<file path="src/rtl/busSeqPkg.sv">
package busSeqPkg;

  typedef enum logic [2:0] {
    PH_IDLE = 3'd0,
    PH_T1   = 3'd1,
    PH_T2   = 3'd2,
    PH_WAIT = 3'd3,
    PH_T3   = 3'd4,
    PH_T4   = 3'd5
  } phase_e;

  typedef struct packed {
    logic load;
    logic ale;
    logic driveAddr;
    logic driveData;
    logic rdStb;
    logic wrStb;
    logic bufEn;
    logic capture;
    logic done;
    logic active;
  } busStrobes_t;

endpackage

</file>
<file path="src/rtl/busSeqCtrl.sv">
module busSeqCtrl
  import busSeqPkg::*;
(
  input  logic        clk,
  input  logic        rstN,
  input  logic        reqValid,
  input  logic        ready,
  input  logic        curWrite,
  output logic        reqReady,
  output busStrobes_t stb
);

  phase_e phase;
  phase_e phaseNext;
  logic   readyMid;
  logic   strobePhase;

  // second READY sample, taken at the falling edge inside a wait phase
  always_ff @(negedge clk or negedge rstN) begin
    if (!rstN) readyMid <= 1'b0;
    else       readyMid <= ready;
  end

  assign reqReady = (phase == PH_IDLE) || (phase == PH_T4);

  always_comb begin
    phaseNext = phase;
    unique case (phase)
      PH_IDLE: if (reqValid) phaseNext = PH_T1;
      PH_T1:   phaseNext = PH_T2;
      PH_T2:   phaseNext = ready ? PH_T3 : PH_WAIT;
      PH_WAIT: phaseNext = readyMid ? PH_T3 : PH_WAIT;
      PH_T3:   phaseNext = PH_T4;
      PH_T4:   phaseNext = reqValid ? PH_T1 : PH_IDLE;
      default: phaseNext = PH_IDLE;
    endcase
  end

  always_ff @(posedge clk or negedge rstN) begin
    if (!rstN) phase <= PH_IDLE;
    else       phase <= phaseNext;
  end

  assign strobePhase = (phase == PH_T2) || (phase == PH_WAIT) || (phase == PH_T3);

  always_comb begin
    stb           = '0;
    stb.load      = reqReady && reqValid;
    stb.ale       = (phase == PH_T1);
    stb.driveAddr = (phase == PH_T1);
    stb.driveData = strobePhase && curWrite;
    stb.rdStb     = strobePhase && !curWrite;
    stb.wrStb     = strobePhase && curWrite;
    stb.bufEn     = strobePhase;
    stb.capture   = (phase == PH_T3);
    stb.done      = (phase == PH_T4);
    stb.active    = (phase != PH_IDLE);
  end

  AST_ACCEPT_T1: assert property (@(posedge clk) disable iff (!rstN)
    (reqValid && reqReady) |=> (phase == PH_T1));
  AST_ALE_SINGLE: assert property (@(posedge clk) disable iff (!rstN)
    (phase == PH_T1) |=> (phase != PH_T1));
  AST_T2_NOWAIT: assert property (@(posedge clk) disable iff (!rstN)
    (phase == PH_T2 && ready) |=> (phase == PH_T3));
  AST_T2_WAIT: assert property (@(posedge clk) disable iff (!rstN)
    (phase == PH_T2 && !ready) |=> (phase == PH_WAIT));
  AST_BUSY_BLOCK: assert property (@(posedge clk) disable iff (!rstN)
    (phase == PH_T1 || phase == PH_T2 || phase == PH_WAIT || phase == PH_T3) |-> !reqReady);

endmodule

</file>
<file path="src/rtl/busSeqDatapath.sv">
module busSeqDatapath
  import busSeqPkg::*;
#(
  parameter int ADDR_W = 20,
  parameter int DATA_W = 16
) (
  input  logic              clk,
  input  logic              rstN,
  input  busStrobes_t       stb,
  input  logic [ADDR_W-1:0] reqAddr,
  input  logic [DATA_W-1:0] reqWdata,
  input  logic              reqWrite,
  input  logic              reqIo,
  input  logic [DATA_W-1:0] adIn,
  output logic              curWrite,
  output logic [ADDR_W-1:0] adOut,
  output logic              adOe,
  output logic              dtR,
  output logic              ioSel,
  output logic [DATA_W-1:0] doneRdata
);

  localparam int PAD_W = ADDR_W - DATA_W;

  logic [ADDR_W-1:0] addrQ;
  logic [DATA_W-1:0] dataQ;
  logic              writeQ;
  logic              ioQ;
  logic [DATA_W-1:0] rdataQ;
  logic [ADDR_W-1:0] dataWide;

  always_ff @(posedge clk or negedge rstN) begin
    if (!rstN) begin
      addrQ  <= '0;
      dataQ  <= '0;
      writeQ <= 1'b0;
      ioQ    <= 1'b0;
    end else if (stb.load) begin
      addrQ  <= reqAddr;
      dataQ  <= reqWdata;
      writeQ <= reqWrite;
      ioQ    <= reqIo;
    end
  end

  always_ff @(posedge clk or negedge rstN) begin
    if (!rstN)            rdataQ <= '0;
    else if (stb.capture) rdataQ <= adIn;
  end

  generate
    if (PAD_W > 0) begin : g_pad
      assign dataWide = {{PAD_W{1'b0}}, dataQ};
    end else begin : g_nopad
      assign dataWide = dataQ[ADDR_W-1:0];
    end
  endgenerate

  assign curWrite  = writeQ;
  assign adOut     = stb.driveAddr ? addrQ : dataWide;
  assign adOe      = stb.driveAddr || stb.driveData;
  assign dtR       = !(stb.active && !writeQ);
  assign ioSel     = stb.active && ioQ;
  assign doneRdata = rdataQ;

  AST_CAPTURE_DONE: assert property (@(posedge clk) disable iff (!rstN)
    stb.capture |=> (doneRdata == $past(adIn)));
  AST_ADDR_HELD: assert property (@(posedge clk) disable iff (!rstN)
    (stb.active && !stb.load) |=> $stable(addrQ));

endmodule

</file>
<file path="src/rtl/busCycleSeq.sv">
module busCycleSeq
  import busSeqPkg::*;
#(
  parameter int ADDR_W = 20,
  parameter int DATA_W = 16
) (
  input  logic              clk,
  input  logic              rstN,
  input  logic              reqValid,
  input  logic [ADDR_W-1:0] reqAddr,
  input  logic [DATA_W-1:0] reqWdata,
  input  logic              reqWrite,
  input  logic              reqIo,
  output logic              reqReady,
  output logic              doneValid,
  output logic [DATA_W-1:0] doneRdata,
  output logic [ADDR_W-1:0] adOut,
  output logic              adOe,
  input  logic [DATA_W-1:0] adIn,
  output logic              ale,
  output logic              rdN,
  output logic              wrN,
  output logic              dtR,
  output logic              denN,
  output logic              ioSel,
  input  logic              ready
);

  busStrobes_t stb;
  logic        curWrite;

  busSeqCtrl u_ctrl (
    .clk      (clk),
    .rstN     (rstN),
    .reqValid (reqValid),
    .ready    (ready),
    .curWrite (curWrite),
    .reqReady (reqReady),
    .stb      (stb)
  );

  busSeqDatapath #(.ADDR_W(ADDR_W), .DATA_W(DATA_W)) u_dp (
    .clk       (clk),
    .rstN      (rstN),
    .stb       (stb),
    .reqAddr   (reqAddr),
    .reqWdata  (reqWdata),
    .reqWrite  (reqWrite),
    .reqIo     (reqIo),
    .adIn      (adIn),
    .curWrite  (curWrite),
    .adOut     (adOut),
    .adOe      (adOe),
    .dtR       (dtR),
    .ioSel     (ioSel),
    .doneRdata (doneRdata)
  );

  assign ale       = stb.ale;
  assign rdN       = !stb.rdStb;
  assign wrN       = !stb.wrStb;
  assign denN      = !stb.bufEn;
  assign doneValid = stb.done;

  AST_STROBE_EXCL: assert property (@(posedge clk) disable iff (!rstN)
    !(!rdN && !wrN));
  AST_WRITE_DRIVES: assert property (@(posedge clk) disable iff (!rstN)
    !wrN |-> adOe);
  AST_READ_RELEASES: assert property (@(posedge clk) disable iff (!rstN)
    !rdN |-> !adOe);
  AST_DONE_AFTER_STROBE: assert property (@(posedge clk) disable iff (!rstN)
    (!denN) ##1 denN |-> doneValid);

endmodule

</file>
<file path="config.mk">
export PLATFORM = sky130hd
export DESIGN_NAME = busCycleSeq
export DESIGN_NICKNAME = d
export VERILOG_FILES = /design/src/rtl/busSeqPkg.sv /design/src/rtl/busSeqCtrl.sv /design/src/rtl/busSeqDatapath.sv /design/src/rtl/busCycleSeq.sv
export SDC_FILE = /design/constraint.sdc
export NUM_CORES = 1
export LEC_CHECK = 0
export BUFFER_PORTS_ARGS = -buffer_cell sky130_fd_sc_hd__buf_2
export CAP_MARGIN = 20
export CELL_PAD_IN_SITES_DETAIL_PLACEMENT = 1
export CELL_PAD_IN_SITES_GLOBAL_PLACEMENT = 1
export CORE_ASPECT_RATIO = 1.4
export CORE_MARGIN = 2
export CORE_UTILIZATION = 38
export DETAILED_ROUTE_END_ITERATION = 16
export PLACE_DENSITY = 0.82
export SETUP_SLACK_MARGIN = 0.15
export SLEW_MARGIN = 20
export SYNTH_ARGS = -nofsm -noshare
export SYNTH_HDL_FRONTEND = slang
export SYNTH_HIERARCHICAL = 1
export SYNTH_SLANG_ARGS = --single-unit
</file>
<file path="constraint.sdc">
create_clock -name clk -period 2 [get_ports clk]
set_clock_uncertainty 0.15 [all_clocks]
set_input_delay 0.2 -clock clk [delete_from_list [all_inputs] [get_ports clk]]
set_output_delay 0.2 -clock clk [all_outputs]
set_load 0.1 [all_outputs]
</file>
==> metrics.txt, run 1 <==
Syn Area/Cell 15.3 sq um; sequential-to-total area share from yosys stat 55.0%; register bit count reported by yosys 58; Yosys cell types 27; Mapped Cells 173; row count 35; worst setup endpoint GRT adOut[4]; initial antenna violation count 1; Buffers on Ports 102; Starting Density 39.7%; Fail Step global routing; Ys Warns 6; outcome stopped before the end; Clock Tree Buf Depth 2; Placed Area 3540 sq um; Log Error [ERROR DPL-0033] detailed placement checks failed during check placement.; CTS H-tree lvls 3; Netlist Area Pre-Place 2640 sq um; Root Buffer clkbuf_8; I/O pins 103; post-synthesis async set-or-reset flop share 100%; number of synthesized flops with an enable pin 0; ys flop type dfrtp_1; syn nets 231; die height 103 microns; hpwl dp 4520 microns; pin count of the biggest net entering global routing 58; CTS sink count 58; total CTS buffers 9; worst_ep kind output port; Die Wd 74.4 microns; global placement routability congestion 0.719
==> through the flow <==
step	setup slack (ps)	hold slack, ps	cells
global placement	-46.1	258	363
detailed placement	-80.8	265	363
floorplan	-29.7	-246	173
CTS	-152	21.1	451
==> cell families after synthesis <==
logic type,count (synthesis),synth area share (%)
and+or+nand+nor,20,5.02
xor gates and xnor gates,1,0.332
DFF,58,55.0
AOI/OAI and AO/OA,6,1.90
muxes,71,33.1
buffers and inverters,17,4.69
==> synthesized netlist by cell type, types with 3 or more instances <==
master | instances | area [sq um]
and2_1 | 6 | 37.5
buf_2 | 3 | 15.0
buf_4 | 5 | 37.5
buf_6 | 5 | 56.3
dfrtp_1 | 57 | 1430
inv_1 | 4 | 15.0
mux2_2 | 50 | 563
mux2_4 | 20 | 300
nand2b_1 | 3 | 18.8
nor3b_1 | 3 | 22.5
==> what timing repair did <==
action,CTS
hold buffers,55
gates cloned,5
buffers inserted,12
gates resized for setup,90
pin swaps,5
endpoints found under the hold margin,111
endpoints found under the setup margin,72
==> inputs of run 2 (changes only) <==
Settings changed: CELL_PAD_IN_SITES_DETAIL_PLACEMENT 1 to default, CELL_PAD_IN_SITES_GLOBAL_PLACEMENT 1 to default, CORE_ASPECT_RATIO 1.4 to default, CORE_UTILIZATION 38 to 40, PLACE_DENSITY 0.82 to default, PLACE_DENSITY_LB_ADDON from default to 0.15, SETUP_SLACK_MARGIN 0.15 to default.
==> metrics.txt, run 2 <==
outcome complete, but fails checks; failing checks setup timing; final wirelength 7430 microns; Min-Delay Path Class input pin to flop; ys flop type dfrtp_1; routed metal-1 wirelength 2970 microns; die height 85.2 microns (-17%); syn nets 231 (unchanged); commonest non-fill, non-tap cell in the layout buf_2; Slew HR 52.2%; Slew Limit Fails 0; worst slack, placed -64.8 ps (+16.1 ps); met2 wire length 4020 microns; First-pass DRT Iterations 4; pin count of the biggest net entering global routing 58; reg2reg end u_ctrl/phase[0]; most frequent cells in the layout buf_2 (73), dlygate4sd3_1 (55), dfrtp_1 (55); CP Cell Sequence buf_6, or3b_4, a21boi_4, or2_4, buf_12; global placement routability congestion 0.683 (-5.0%); count leader, synth dfrtp_1; Mapped Cells 173 (unchanged); Post-synth top cells dfrtp_1 (57), mux2_2 (50), mux2_4 (20); top routing layer in use met4; Yosys cell types 27 (unchanged); CP Capture Type output port; grt ovf 0; WP data arrival 1790 ps; Hold EP u_ctrl/phase[1]; max incr delay on CP 430 ps; leading post-synthesis cells by cell area dfrtp_1 (54%), mux2_2 (21%), mux2_4 (11%); met3 wire len 399 microns; Max Cap Viol 0; max reg flops 20; final hold viol count 0; Via density 4.74; CTS sink count 58 (unchanged); full die area 7270 sq um; register bit count reported by yosys 58 (unchanged); Setup CP Type flop to output port; sequential-to-total area share from yosys stat 55.0% (unchanged); Ys Warns 6 (unchanged); Antenna Nets Post-Route 0; Layout Utilization 73.1%; Worst-path clk slew 70 ps; vias in the first global route 2249; Yosys top cell area share 54.0% (unchanged); Placed Area 3340 sq um (-5.6%); final number of setup-violating endpoints 22; Slew @ Worst Pin 717 ps; clk_lat worst skew 330 ps; Detailed Route Iter0 Violations 40; routed len/inst 17.4 microns; post-synthesis async set-or-reset flop share 100% (unchanged); total CTS buffers 9 (unchanged); hold depth 3; area grow syn2layout 75.7%; RR Startpoint u_ctrl/readyMid; Fmax 0.467 GHz; row count 29 (-17%); nets@finish 405; RSZ-0062 raised after global routing true; Root Buffer clkbuf_8; CTS tree done; share of cells above drive strength 1 64.4%; Syn Area/Cell 15.3 sq um (unchanged); Hold Startpoint ready; drc violations 0; fin crit share 107%; Clock Tree Buf Depth 2 (unchanged); diodes inserted 0; Vias 2029; Starting Density 41.6% (+1.9 points); Final min period 2140 ps; Critical Path Start Type flop; Buffers on Ports 102 (unchanged); I/O pins 103 (unchanged); Final Worst Setup Slack -141 ps; slowest cell on the critical path dfrtp_1; initial antenna violation count 0; Critical Path RT 1650 ps; fin area 4640 sq um; gr usage total 19.1%; number of synthesized flops with an enable pin 0 (unchanged); leading area contributor after synthesis dfrtp_1; Netlist Area Pre-Place 2640 sq um (unchanged); flop2flop setup slack -100 ps; CTS H-tree lvls 3 (unchanged); Die Wd 85.2 microns (+15%); first-pass GRT wire length 10600 microns; CP max FO 4; hpwl dp 3530 microns (-22%); Core ar. 6350 sq um; R2R cell count 2; Top reg by flops u_dp/addrQ
-- run 2: cell counts after synthesis --
Identical to the previous run, type by type.
-- run 2: what timing repair did --
action,CTS,global route
pin swaps,4,7
setup buffers,5,6
resized for setup,64,61
gates cloned,1,3
setup endpoints to repair,27,63
hold buffers,55,0
endpoints found under the hold margin,111,0
-- run 2: routing by layer --
layer | track usage, % | vias up
met3 | 8.37 | 4
li1 | - | 944
met1 | 20.2 | 1015
met5 | 0 | -
met4 | 4.91 | 0
met2 | 34.7 | 66
-- run 2: critical path, delay by kind of cell (launching register included) --
family,cells,cell delay [ps]
AO/OA/AOI/OAI,1,170
buffers and inverters,2,300
flip-flops,1,430
AND/OR/NAND/NOR,2,560
-- run 2: layout make-up --
class	count	area [sq um]
inverter	4	17.5
clock buffer	12	155
multi-input combinational	98	1190
tap	77	96.3
fill	404	1710
clock inverter	3	15.0
sequential	58	1450
timing repair buffer	176	1710
-- run 2: logic make-up (layout without fill, tap and decap cells) --
group | after synthesis | after routing | synth area share (%)
flip-flops | 58 | 58 | 55.0
multiplexers | 71 | 71 | 33.1
AO/OA/AOI/OAI | 6 | 6 | 1.90
AND/OR/NAND/NOR | 20 | 20 | 5.02
XOR/XNOR | 1 | 1 | 0.332
buffers and inverters | 17 | 195 | 4.69
-- run 2: worst max path at each step --
stage / from / cells past startpoint / slack [ps] / to
finish: u_ctrl/phase[1] / 5 / -140 / adOe
global route: u_ctrl/phase[1] / 5 / -200 / adOe
CTS: u_ctrl/phase[1] / 5 / -170 / adOe
detailed placement: u_ctrl/readyMid / 2 / -60 / u_ctrl/phase[0]
global placement: u_ctrl/readyMid / 2 / -40 / u_ctrl/phase[0]
floorplan: u_ctrl/readyMid / 2 / -30 / u_ctrl/phase[0]
-- run 2: through the flow --
| stage | hold slack, ps | TNS [ps] | cells |
|---|---|---|---|
| floorplan | -246 | -284 | 173 |
| detailed placement | 284 | -64.8 | 345 |
| global placement | 280 | -44.8 | 345 |
| global route | 25.8 | -3510 | 428 |
| finish | 42.0 | -2100 | 428 |
| CTS | 4.90 | -2800 | 421 |
Power of run 2 is left out: the tool's default activity adds up to more than one toggle a clock period on the data nets, which glitch-free logic cannot reach.
==> inputs of run 3 (changes only) <==
Settings changed: CORE_ASPECT_RATIO from default to 0.8.
==> metrics.txt, run 3 (synthesis gave the netlist of run 2 again) <==
outcome complete, but fails checks; failing checks setup timing; first-pass GRT wire length 10200 microns (-3.5%); Slew @ Worst Pin 720 ps (+2.77 ps); GRT busiest layer met2; Worst-path clk slew 60 ps (about the same); grt ovf 0 (unchanged); final std cells w/o fill 438 (+2.3%); CP max FO 5 (+1); CTS H-tree lvls 3 (unchanged); row count 26 (-10%); Final min period 2160 ps (+14.6 ps); Critical Path Start Type flop; slowest cell on the critical path or3b_4; routed len/inst 14.8 microns (-15%); Top reg by flops u_dp/addrQ; Layout Utilization 71.2% (-1.9 points); R2R cell count 2 (unchanged); RR Startpoint u_ctrl/readyMid; gr usage total 18.6% (-0.50 points); Fmax 0.464 GHz (-0.68%); Setup CP Type flop to output port; Clock Tree Buf Depth 2 (unchanged); Root Buffer clkbuf_8; global placement routability congestion 0.701 (+2.6%); CTS sink count 58 (unchanged); drc violations 0 (unchanged); Min-Delay Path Class input pin to flop; FF+latch area 1450 sq um (about the same); GR Util met1 22.7% (+2.5 points); max reg flops 20 (unchanged); final number of setup-violating endpoints 24 (+9.1%); Die Wd 94.8 microns (+11%); Final Worst Setup Slack -156 ps (-14.6 ps); Antenna Nets Post-Route 0 (unchanged); pin count of the biggest net entering global routing 58 (unchanged); Vias 1984 (-2.2%); die height 76.7 microns (-10%); clk_lat worst skew 330 ps (about the same); CP Capture Type output port; multi-input logic area 1150 sq um (-3.9%); fillcell total 452 (+12%); total CTS buffers 9 (unchanged); final hold viol count 0 (unchanged); flop2flop setup slack -80 ps (+20 ps); Placed Area 3470 sq um (+3.9%); CTS tree done; crit path capture adOe; most frequent cells in the layout buf_2 (73), dlygate4sd3_1 (56), dfrtp_1 (56); Via density 4.53 (-4.5%); WP data arrival 1810 ps (+20 ps); RSZ-0062 raised after global routing true; Global Route met2 Usage 30.5% (-4.2 points); nets@finish 407 (+0.49%); Max Cap Viol 0 (unchanged); max incr delay on CP 430 ps (about the same); fin area 4540 sq um (-2.2%); area grow syn2layout 71.9%; hpwl dp 3830 microns (+8.5%); reg2reg end u_ctrl/phase[0]; Critical Path RT 1650 ps (about the same); Slew Limit Fails 0 (unchanged); Starting Density 41.4% (-0.17 points); diodes inserted 0 (unchanged); I/O pins 103 (unchanged); Slew HR 52.0% (-0.18 points); GR Util met3 7.47% (-0.90 points); First-pass DRT Iterations 4 (unchanged); Buffers on Ports 102 (unchanged); Detailed Route Iter0 Violations 44 (+10%); worst slack, placed -64.2 ps (+0.560 ps); Core ar. 6380 sq um (+0.41%); fin crit share 108% (+0.73 points); share of cells above drive strength 1 63.8% (-0.55 points); final wirelength 6490 microns (-13%); dpl cells 356 (+3.2%); initial antenna violation count 0 (unchanged); vias in the first global route 2105 (-6.4%); commonest non-fill, non-tap cell in the layout buf_2; Setup crit start u_ctrl/phase[0]; full die area 7270 sq um (about the same); CP Cell Sequence buf_6, or3b_4, a21boi_4, or2_4, buf_12
==> run 3: changes by cell type in the layout (fill, tap and decap cells not counted), sizes merged <==
cell         before  now
clkinvlp          0    1
dlygate4sd3      55   56
buf             118  121
clkbuf           15   12
clkinv            3    2
bufinv            0    2
==> run 3: worst max-delay path: cells and delay by family (launching register included) <==
family / cells / cell delay [ps]
compound gates: 1 / 170
simple gates: 2 / 580
buf+inv: 2 / 300
flops: 1 / 420
==> run 3: cell type report <==
class	count	area share, %
timing repair buffer	178	35.3
sequential	58	32.0
multi-input combinational	98	25.2
clock buffer	11	3.11
tap	84	2.32
clock inverter	5	1.71
inverter	4	0.331
==> run 3: metal layers <==
metal  wire length, microns  vias up
met5                      0        -
met2                   3440       42
met1                   2650      981
met4                     82        0
met3                    322       10
li1                       -      951
==> run 3: worst min path at each step <==
stage / cells past startpoint / to / from
CTS: 3 / u_ctrl/phase[0] / reqValid
global route: 3 / u_ctrl/phase[0] / reqValid
finish: 3 / u_ctrl/phase[0] / reqValid
floorplan: 0 / u_ctrl/phase[0] / rstN
detailed placement: 2 / u_dp/ioQ / reqIo
global placement: 2 / u_dp/dataQ[2] / reqWdata[2]
==> run 3: timing repair <==
| action | in CTS | in global routing |
|---|---|---|
| setup buffers | 6 | 4 |
| resized for setup | 47 | 15 |
| pin swaps | 4 | 7 |
| hold buffers | 56 | 0 |
| endpoints found under the hold margin | 112 | 0 |
| setup endpoints to repair | 26 | 44 |
==> run 3: metrics by stage <==
| stage | hold slack, ps | setup TNS, ps |
|---|---|---|
| global placement | 281 | -55.2 |
| global route | 70.9 | -3980 |
| finish | 81.7 | -2260 |
| detailed placement | 285 | -64.2 |
| floorplan | -246 | -284 |
| CTS | 47.0 | -2730 |
Power of run 3 is left out for the same reason.
